**src/rtl/ode_pkg.sv**
```systemverilog
package ode_pkg;
  typedef enum logic [2:0] {
    ST_IDLE = 3'd0,
    ST_S0   = 3'd1,
    ST_S1   = 3'd2,
    ST_S2   = 3'd3,
    ST_S3   = 3'd4
  } step_e;

  typedef enum logic [1:0] {
    ALU_ADD = 2'd0,
    ALU_SUB = 2'd1,
    ALU_LT  = 2'd2
  } alu_op_e;

  localparam int NUM_MUL = 2;
  localparam int NUM_ALU = 2;
endpackage

```
**src/rtl/ode_mul_unit.sv**
```systemverilog
module ode_mul_unit #(
  parameter int DATA_W = 16,
  parameter int FRAC_W = 8
) (
  input  logic signed [DATA_W-1:0] op_a,
  input  logic signed [DATA_W-1:0] op_b,
  output logic signed [DATA_W-1:0] prod
);
  localparam int FULL_W = 2 * DATA_W;

  logic signed [FULL_W-1:0] full;

  always_comb begin
    full = op_a * op_b;
    // floor truncation back to the operand format
    prod = full[FRAC_W+DATA_W-1:FRAC_W];
  end
endmodule

```
**src/rtl/ode_alu_unit.sv**
```systemverilog
module ode_alu_unit
  import ode_pkg::*;
#(
  parameter int DATA_W = 16
) (
  input  alu_op_e                  op,
  input  logic signed [DATA_W-1:0] op_a,
  input  logic signed [DATA_W-1:0] op_b,
  output logic signed [DATA_W-1:0] res
);
  always_comb begin
    unique case (op)
      ALU_ADD: res = op_a + op_b;
      ALU_SUB: res = op_a - op_b;
      ALU_LT:  res = {{(DATA_W-1){1'b0}}, (op_a < op_b)};
      default: res = '0;
    endcase
  end
endmodule

```
**src/rtl/ode_sched_ctrl.sv**
```systemverilog
module ode_sched_ctrl
  import ode_pkg::*;
(
  input  logic  clk,
  input  logic  rst_n,
  input  logic  start,
  input  logic  cont,
  output step_e step,
  output logic  load_en,
  output logic  commit_en,
  output logic  exit_en,
  output logic  done
);
  step_e state_q, state_d;
  logic  done_q;

  always_comb begin
    state_d = state_q;
    unique case (state_q)
      ST_IDLE: if (start) state_d = ST_S0;
      ST_S0:   state_d = ST_S1;
      ST_S1:   state_d = ST_S2;
      ST_S2:   state_d = ST_S3;
      ST_S3:   state_d = cont ? ST_S0 : ST_IDLE;
      default: state_d = ST_IDLE;
    endcase
  end

  always_comb begin
    load_en   = (state_q == ST_IDLE) && start;
    commit_en = (state_q == ST_S3);
    exit_en   = (state_q == ST_S3) && !cont;
  end

  always_ff @(posedge clk or negedge rst_n) begin
    if (!rst_n) begin
      state_q <= ST_IDLE;
      done_q  <= 1'b0;
    end else begin
      state_q <= state_d;
      done_q  <= exit_en;
    end
  end

  assign step = state_q;
  assign done = done_q;
endmodule

```
**src/rtl/ode_euler_core.sv**
```systemverilog
module ode_euler_core
  import ode_pkg::*;
#(
  parameter int DATA_W = 16,
  parameter int FRAC_W = 8,
  parameter int ITER_W = 16
) (
  input  logic              clk,
  input  logic              rst_n,
  input  logic              start,
  input  logic [DATA_W-1:0] x_in,
  input  logic [DATA_W-1:0] y_in,
  input  logic [DATA_W-1:0] u_in,
  input  logic [DATA_W-1:0] dx_in,
  input  logic [DATA_W-1:0] a_in,
  output logic              busy,
  output logic              done,
  output logic [DATA_W-1:0] y_out,
  output logic [ITER_W-1:0] iter_cnt
);
  localparam logic signed [DATA_W-1:0] K_THREE = DATA_W'(3) << FRAC_W;

  // reset: asynchronous assert, synchronous release
  logic rst_meta_n, rst_sync_n;
  always_ff @(posedge clk or negedge rst_n) begin
    if (!rst_n) begin
      rst_meta_n <= 1'b0;
      rst_sync_n <= 1'b0;
    end else begin
      rst_meta_n <= 1'b1;
      rst_sync_n <= rst_meta_n;
    end
  end

  step_e step;
  logic  load_en, commit_en, exit_en;
  logic  cont_q;

  ode_sched_ctrl u_ctrl (
    .clk       (clk),
    .rst_n     (rst_sync_n),
    .start     (start),
    .cont      (cont_q),
    .step      (step),
    .load_en   (load_en),
    .commit_en (commit_en),
    .exit_en   (exit_en),
    .done      (done)
  );

  // state and intermediate registers
  logic signed [DATA_W-1:0] x_q, y_q, u_q, dx_q, a_q;
  logic signed [DATA_W-1:0] xn_q, usub_q;
  logic signed [DATA_W-1:0] prod_q [NUM_MUL];
  logic [DATA_W-1:0]        yout_q;
  logic [ITER_W-1:0]        iter_q;

  // unit operand steering
  logic signed [DATA_W-1:0] mul_a [NUM_MUL];
  logic signed [DATA_W-1:0] mul_b [NUM_MUL];
  logic signed [DATA_W-1:0] mul_p [NUM_MUL];
  alu_op_e                  alu_op [NUM_ALU];
  logic signed [DATA_W-1:0] alu_a [NUM_ALU];
  logic signed [DATA_W-1:0] alu_b [NUM_ALU];
  logic signed [DATA_W-1:0] alu_r [NUM_ALU];

  always_comb begin
    for (int i = 0; i < NUM_MUL; i++) begin
      mul_a[i] = '0;
      mul_b[i] = '0;
    end
    for (int i = 0; i < NUM_ALU; i++) begin
      alu_op[i] = ALU_ADD;
      alu_a[i]  = '0;
      alu_b[i]  = '0;
    end
    unique case (step)
      ST_S0: begin
        mul_a[0] = K_THREE;  mul_b[0] = x_q;      // 3x
        mul_a[1] = K_THREE;  mul_b[1] = y_q;      // 3y
        alu_op[0] = ALU_ADD; alu_a[0] = x_q;  alu_b[0] = dx_q;  // x + dx
        alu_op[1] = ALU_LT;  alu_a[1] = x_q;  alu_b[1] = a_q;   // x < a
      end
      ST_S1: begin
        mul_a[0] = prod_q[0]; mul_b[0] = u_q;     // 3x*u
        mul_a[1] = prod_q[1]; mul_b[1] = dx_q;    // 3y*dx
      end
      ST_S2: begin
        mul_a[0] = prod_q[0]; mul_b[0] = dx_q;    // 3xu*dx
        mul_a[1] = u_q;       mul_b[1] = dx_q;    // u*dx
        alu_op[0] = ALU_SUB; alu_a[0] = u_q; alu_b[0] = prod_q[1];
      end
      ST_S3: begin
        alu_op[0] = ALU_SUB; alu_a[0] = usub_q; alu_b[0] = prod_q[0];
        alu_op[1] = ALU_ADD; alu_a[1] = y_q;    alu_b[1] = prod_q[1];
      end
      default: ;
    endcase
  end

  for (genvar gm = 0; gm < NUM_MUL; gm++) begin : g_mul
    ode_mul_unit #(.DATA_W(DATA_W), .FRAC_W(FRAC_W)) u_mul (
      .op_a (mul_a[gm]),
      .op_b (mul_b[gm]),
      .prod (mul_p[gm])
    );
  end

  for (genvar ga = 0; ga < NUM_ALU; ga++) begin : g_alu
    ode_alu_unit #(.DATA_W(DATA_W)) u_alu (
      .op   (alu_op[ga]),
      .op_a (alu_a[ga]),
      .op_b (alu_b[ga]),
      .res  (alu_r[ga])
    );
  end

  // clock enables
  logic prod_en, s0_en, s2_en;
  always_comb begin
    prod_en = (step == ST_S0) || (step == ST_S1) || (step == ST_S2);
    s0_en   = (step == ST_S0);
    s2_en   = (step == ST_S2);
  end

  always_ff @(posedge clk or negedge rst_sync_n) begin
    if (!rst_sync_n) begin
      for (int i = 0; i < NUM_MUL; i++) prod_q[i] <= '0;
    end else if (prod_en) begin
      for (int i = 0; i < NUM_MUL; i++) prod_q[i] <= mul_p[i];
    end
  end

  always_ff @(posedge clk or negedge rst_sync_n) begin
    if (!rst_sync_n) begin
      xn_q   <= '0;
      cont_q <= 1'b0;
    end else if (s0_en) begin
      xn_q   <= alu_r[0];
      cont_q <= alu_r[1][0];
    end
  end

  always_ff @(posedge clk or negedge rst_sync_n) begin
    if (!rst_sync_n) begin
      usub_q <= '0;
    end else if (s2_en) begin
      usub_q <= alu_r[0];
    end
  end

  always_ff @(posedge clk or negedge rst_sync_n) begin
    if (!rst_sync_n) begin
      x_q  <= '0;
      y_q  <= '0;
      u_q  <= '0;
      dx_q <= '0;
      a_q  <= '0;
    end else if (load_en) begin
      x_q  <= x_in;
      y_q  <= y_in;
      u_q  <= u_in;
      dx_q <= dx_in;
      a_q  <= a_in;
    end else if (commit_en) begin
      x_q <= xn_q;
      u_q <= alu_r[0];
      y_q <= alu_r[1];
    end
  end

  always_ff @(posedge clk or negedge rst_sync_n) begin
    if (!rst_sync_n) begin
      yout_q <= '0;
    end else if (exit_en) begin
      yout_q <= alu_r[1];
    end
  end

  always_ff @(posedge clk or negedge rst_sync_n) begin
    if (!rst_sync_n) begin
      iter_q <= '0;
    end else if (load_en) begin
      iter_q <= '0;
    end else if (commit_en) begin
      iter_q <= iter_q + 1'b1;
    end
  end

  assign busy     = (step != ST_IDLE);
  assign y_out    = yout_q;
  assign iter_cnt = iter_q;
endmodule

```
**config.mk**
```make
export PLATFORM = sky130hd
export DESIGN_NAME = ode_euler_core
export DESIGN_NICKNAME = d
export VERILOG_FILES = /design/src/rtl/ode_pkg.sv /design/src/rtl/ode_mul_unit.sv /design/src/rtl/ode_alu_unit.sv /design/src/rtl/ode_sched_ctrl.sv /design/src/rtl/ode_euler_core.sv
export SDC_FILE = /design/constraint.sdc
export NUM_CORES = 2
export LEC_CHECK = 0
export ABC_AREA = 1
export BUFFER_PORTS_ARGS = -buffer_cell sky130_fd_sc_hd__buf_2
export CORE_UTILIZATION = 40
export DETAILED_ROUTE_END_ITERATION = 16
export GPL_ROUTABILITY_DRIVEN = 0
export GPL_TIMING_DRIVEN = 0
export PLACE_DENSITY = 0.63
export SETUP_SLACK_MARGIN = 0.3
export SLEW_MARGIN = 20
export SYNTH_ARGS = -nofsm -noshare
export SYNTH_HDL_FRONTEND = slang
export SYNTH_HIERARCHICAL = 1
export SYNTH_SLANG_ARGS = --single-unit
```
**constraint.sdc**
```tcl
create_clock -name clk -period 17.61 [get_ports clk]
set_clock_uncertainty 0.1 [all_clocks]
set_input_delay 0.8805 -clock clk [delete_from_list [all_inputs] [get_ports clk]]
set_output_delay 0.8805 -clock clk [all_outputs]
set_load 0.02 [all_outputs]
```
# Yosys cells after proc, flatten, opt, wreduce, memory -nomap -nowiden
# Cells that the tools add are included.
# op_classes
add_sub_neg	5
mul	2
magnitude_cmp	2
n_eq_ne	9
muxes	21
reduce_logical	11
# ops
op	count
$pmux 16 s3	4
$pmux 32 s3	2
$mux 16	8
$pmux 16 s2	2
$mul 16x16->24	2
$add 16x16->16	2
$lt 16x16->1	2
$sub 16x16->16	2
$add 16x1->16 const B	1
$pmux 3 s5	1
$eq 3x2->1 const B	2
$logic_not 2->1	2
$eq 3x1->1 const B	1
$eq 3x3->1 const B	1
$logic_not 3->1	1
$mux 3	1
$reduce_bool 3->1	1
$eq 1x2->1 const B	1
$eq 2x1->1 const B	1
$eq 2x2->1 const B	1
$logic_and 1x1->1	2
$logic_or 1x1->1	2
$mux 1	2
$mux 2	1
5 further kinds	5
# totals
reg_bits	183
inputBits	83
output_inout_bits	34
word_cells	66

# Longest topological paths before layout
# logic_depth
ltp_word	7
depth_mapped	40
mapped_depth_nobuf	36

# Hierarchy
# Netlist, hierarchy kept.
# by_module_without_submodules
mod	instances	cells_each	area_per_inst_um2	seq_area_each_um2
ode_euler_core	1	1024	8524.4	4479.3
ode_mul_unit (g_mul[0].u_mul)	1	1117	8112.8	0.0
ode_mul_unit (g_mul[1].u_mul)	1	1111	8045.2	0.0
ode_alu_unit (g_alu[0].u_alu)	1	429	2215.9	0.0
ode_alu_unit (g_alu[1].u_alu)	1	428	2122.0	0.0
ode_sched_ctrl	1	23	180.2	100.1

# Worst setup path after synthesis
# OpenSTA, ideal clock, no wires.
# synth_timing
path_kind	reg-to-reg
startpoint	register u_ctrl.state_q[2], in the netlist u_ctrl/step[2]
endpoint	register prod_q[15] in the netlist's numbering
setup_time_ps	133
arrival_time_ps	6248
required_ps	17377
path_slack_ps	11130
path_stages_with_launch	29
n_path_buf	4
period_less_slack_ps	6480
path_cell_list	dfrtp_1 -> nor3_4 -> inv_2 -> buf_2 -> buf_2 -> o22ai_1 -> clkbuf_1 -> clkbuf_1 -> nand2_1 -> fa_1 -> inv_1 -> fa_1 -> fa_1 -> fa_1 -> fa_1 -> inv_1 -> fa_1 -> inv_1 -> ha_1 -> nand2_1 -> nor2_1 -> nand2_1 -> or2_2 -> nand3_1 -> inv_1 -> nand2_1 -> nand2_1 -> nor2_1 -> a21oi_1
# synth_rtl
item	line_no	text
from (decl)	ode_sched_ctrl.sv:14	step_e state_q, state_d;
from (signal assigned)	ode_sched_ctrl.sv:40	state_q <= state_d;
to (decl)	ode_euler_core.sv:54	logic signed [DATA_W-1:0] prod_q [NUM_MUL];

==> impl_metrics.ini <==
[final_layout]
fillerInstances = 7596
stdcell_count = 5240
drive_gt1_frac = 0.0660
regArea_um2 = 4580
syn_to_final_growth_pct = 8.42
design_area_um2 = 31700
nets = 4939
post-route-util = 0.441
multi_input_area_um2 = 19900
diodes = 0

[floorplan]
dieArea_um2 = 74100
row_count = 98
die_w_um = 272
ioPinCount = 117
core_um2 = 71900
die_y_um = 272
start_util = 0.406

[placed_design]
dp.cells = 5208
dpl-instance-area_um2 = 31100
dp_hpwl_um = 78500
io_buffer_count = 116

[clocking]
cts.sinks = 183
cts_setup_buffers = 0
clk_latency_ns = 0.45
cts_tree = built
root_buffer = clkbuf_16
cts_htree_levels = 4
cts-hold-fix-buffers = 0
cts_buffers = 17
clk_pin_slew_ns = 0.08
cts_resized = 0
clock_path_buffers = 2

[sta]
slew_viol_final = 0
tns_ns = 0
setup_viol = 0
period_minus_slack_ns = 8.36
fmax_mhz = 120
hold_viol = 0
slew_headroom = 0.271
fin_crit_sh = 0.475
rsz0062_at_grt = no
worst_pin_slew_ns = 1.09

[global_routing]
grt_max_degree = 53
grt_pass1_vias = 26246
antenna_found_initial = 0
grt_pass1_wl_um = 148000
globalRouteTotalUtil = 0.258
overflow = 0

[synth]
synth_seq_area_share = 0.157
yosys_register_bits = 183
synth.avg_cell_area_um2 = 7.07
syn_area_um2 = 29200
yosysWarnings = 6
synth-edff-count = 0
netlist.top_cell.by_area = fa_1
yosysTopAreaCellShare = 0.258
synth.area.top_cells = fa_1, dfrtp_1, nand2_1
synthCells = 4132
synthFlopType = dfrtp_1
ys_types = 56
synth-async-reset-ratio = 1.00

[route]
post_drt_wl_per_cell_um = 18.0
drt_iter0_drc = 2582
first_pass_iters = 8
viasPerCell = 5.10
drc = 0
postRouteAntennaNets = 0
drt-total-wl_um = 94500
via_count = 26725

[min_path]
hp-class = in -> async

[worst_setup_path]
startpoint_type = flip-flop
end_kind = flip-flop
crit_required_ns = 17.88
crit_arrival_ns = 8.63
path_max_fanout = 10
critical_path_class = reg -> reg

[outcome]
status = finished, final reports clean

[job]
cap_violations = 0
## kinds of logic (layout without fill, tap and decap cells)
family                   Yosys count  after routing  synth area share
other                              2              7          0.000257
multiplexers                      15             15           0.00578
adder cells (fa/ha/maj)          579            579             0.345
flip-flops                       183            183             0.157
buffers and inverters           1225           1378             0.162
XOR/XNOR                          44             44            0.0132
AND/OR/NAND/NOR                 1687           1687             0.235
AO/OA/AOI/OAI                    397            397            0.0826
## per-layer routing
layer | vias up | global-route usage | share of wire
met5 | - | 0 | 0
met4 | 0 | 0.0996 | 0.044
met3 | 215 | 0.0354 | 0.081
met2 | 1155 | 0.414 | 0.45
met1 | 12784 | 0.354 | 0.42
li1 | 12571 | - | -
## synthesized netlist by cell type (8+ instances only)
cell,count
nand2_1,1194
nand3_1,212
o221ai_1,48
dfrtp_1,183
inv_1,1035
xor2_1,32
nand2_2,10
nand4_1,14
nor3_1,19
a21oi_1,110
or2_2,9
inv_2,14
o22ai_1,40
xnor2_1,12
nor2_2,8
o21ai_1,21
a21oi_2,9
buf_2,34
o21ai_0,111
ha_1,203
fa_1,376
clkbuf_1,121
o21bai_1,12
mux2_2,15
o211ai_1,21
nor2_1,194
## sequential cells by signal, indices dropped and copies added, names as in the netlist
signal / flops
xn_q: 16
dx_q: 16
iter_cnt: 16
a_q: 16
prod_q: 32
u_q: 16
x_q: 16
rst_sync_n: 1
usub_q: 16
u_ctrl/step: 3
cont_q: 1
u_ctrl/done: 1
rst_meta_n: 1
y_q: 16
y_out: 16
## worst paths after layout
path	start	end	slack, ns	depth (start not counted)
worst max-delay path	u_ctrl/step[2]	prod_q[30]	9.25	25
worst min-delay path	rst_n	rst_sync_n	0.10	1
worst max register to register	u_ctrl/step[2]	prod_q[30]	9.25	25
worst min register to register	rst_meta_n	rst_sync_n	0.25	0
max in group asynchronous	rst_sync_n	prod_q[31]	15.86	3
min in group clk	rst_meta_n	rst_sync_n	0.25	0
## worst max-delay path, stage by stage (launching register included)
cell	delay, ns
dfrtp_1	0.52
nor3_4	0.56
nor2_2	0.21
buf_2	0.26
a21oi_1	0.83
clkbuf_1	0.70
nand2_1	0.18
fa_1	0.54
fa_1	0.50
inv_1	0.06
fa_1	0.50
inv_1	0.05
fa_1	0.55
fa_1	0.44
fa_1	0.50
inv_1	0.08
ha_1	0.41
nand2_1	0.10
nor2_1	0.15
inv_1	0.07
nor3_1	0.26
nand3_1	0.14
nand3_1	0.13
xor2_1	0.23
nor2_1	0.08
a21oi_1	0.11
## cell usage in the layout, fill, tap and decap left out, types with 5 or more instances in the layout
cell       count
inv_2         14
o21ai_0      107
conb_1         7
buf_4          6
o22ai_1       40
nor2_1       194
mux2_2        15
o21bai_1      12
nand4_1       14
nand3b_1       5
o21ai_1       25
xor2_1        32
clkbuf_1     121
fa_1         376
inv_1       1035
clkbuf_16     17
buf_6          5
or2_2          9
dfrtp_1      182
a21oi_1      110
nor2_2         8
nor3_1        19
nand3_1      212
nand2_1     1194
a31oi_1        6
clkbuf_8       5
o211ai_1      21
nand2_2       10
buf_2        152
xnor2_1       12
o221ai_1      48
ha_1         203
a21oi_2        9
## final cells by class
type | count | share of cell area
multi-input cells | 2729 | 0.629
flip-flops and latches | 183 | 0.145
inverters | 1052 | 0.125
well taps | 950 | 0.0375
plain buffers | 173 | 0.0244
repair buffers | 121 | 0.0210
clock buffers | 20 | 0.0147
clock inverters | 12 | 0.00360
## metrics by stage
stage / setup slack [ns] / hold WS (ns)
floorplan: 11.13 / 0.231
global placement: 9.55 / 0.235
detailed placement: 9.54 / 0.239
CTS: 9.46 / 0.100
global route: 9.09 / 0.0965
finish: 9.25 / 0.105
Power is not shown: default switching activity piles up to over one toggle a cycle in this logic, so the estimate is an artifact.
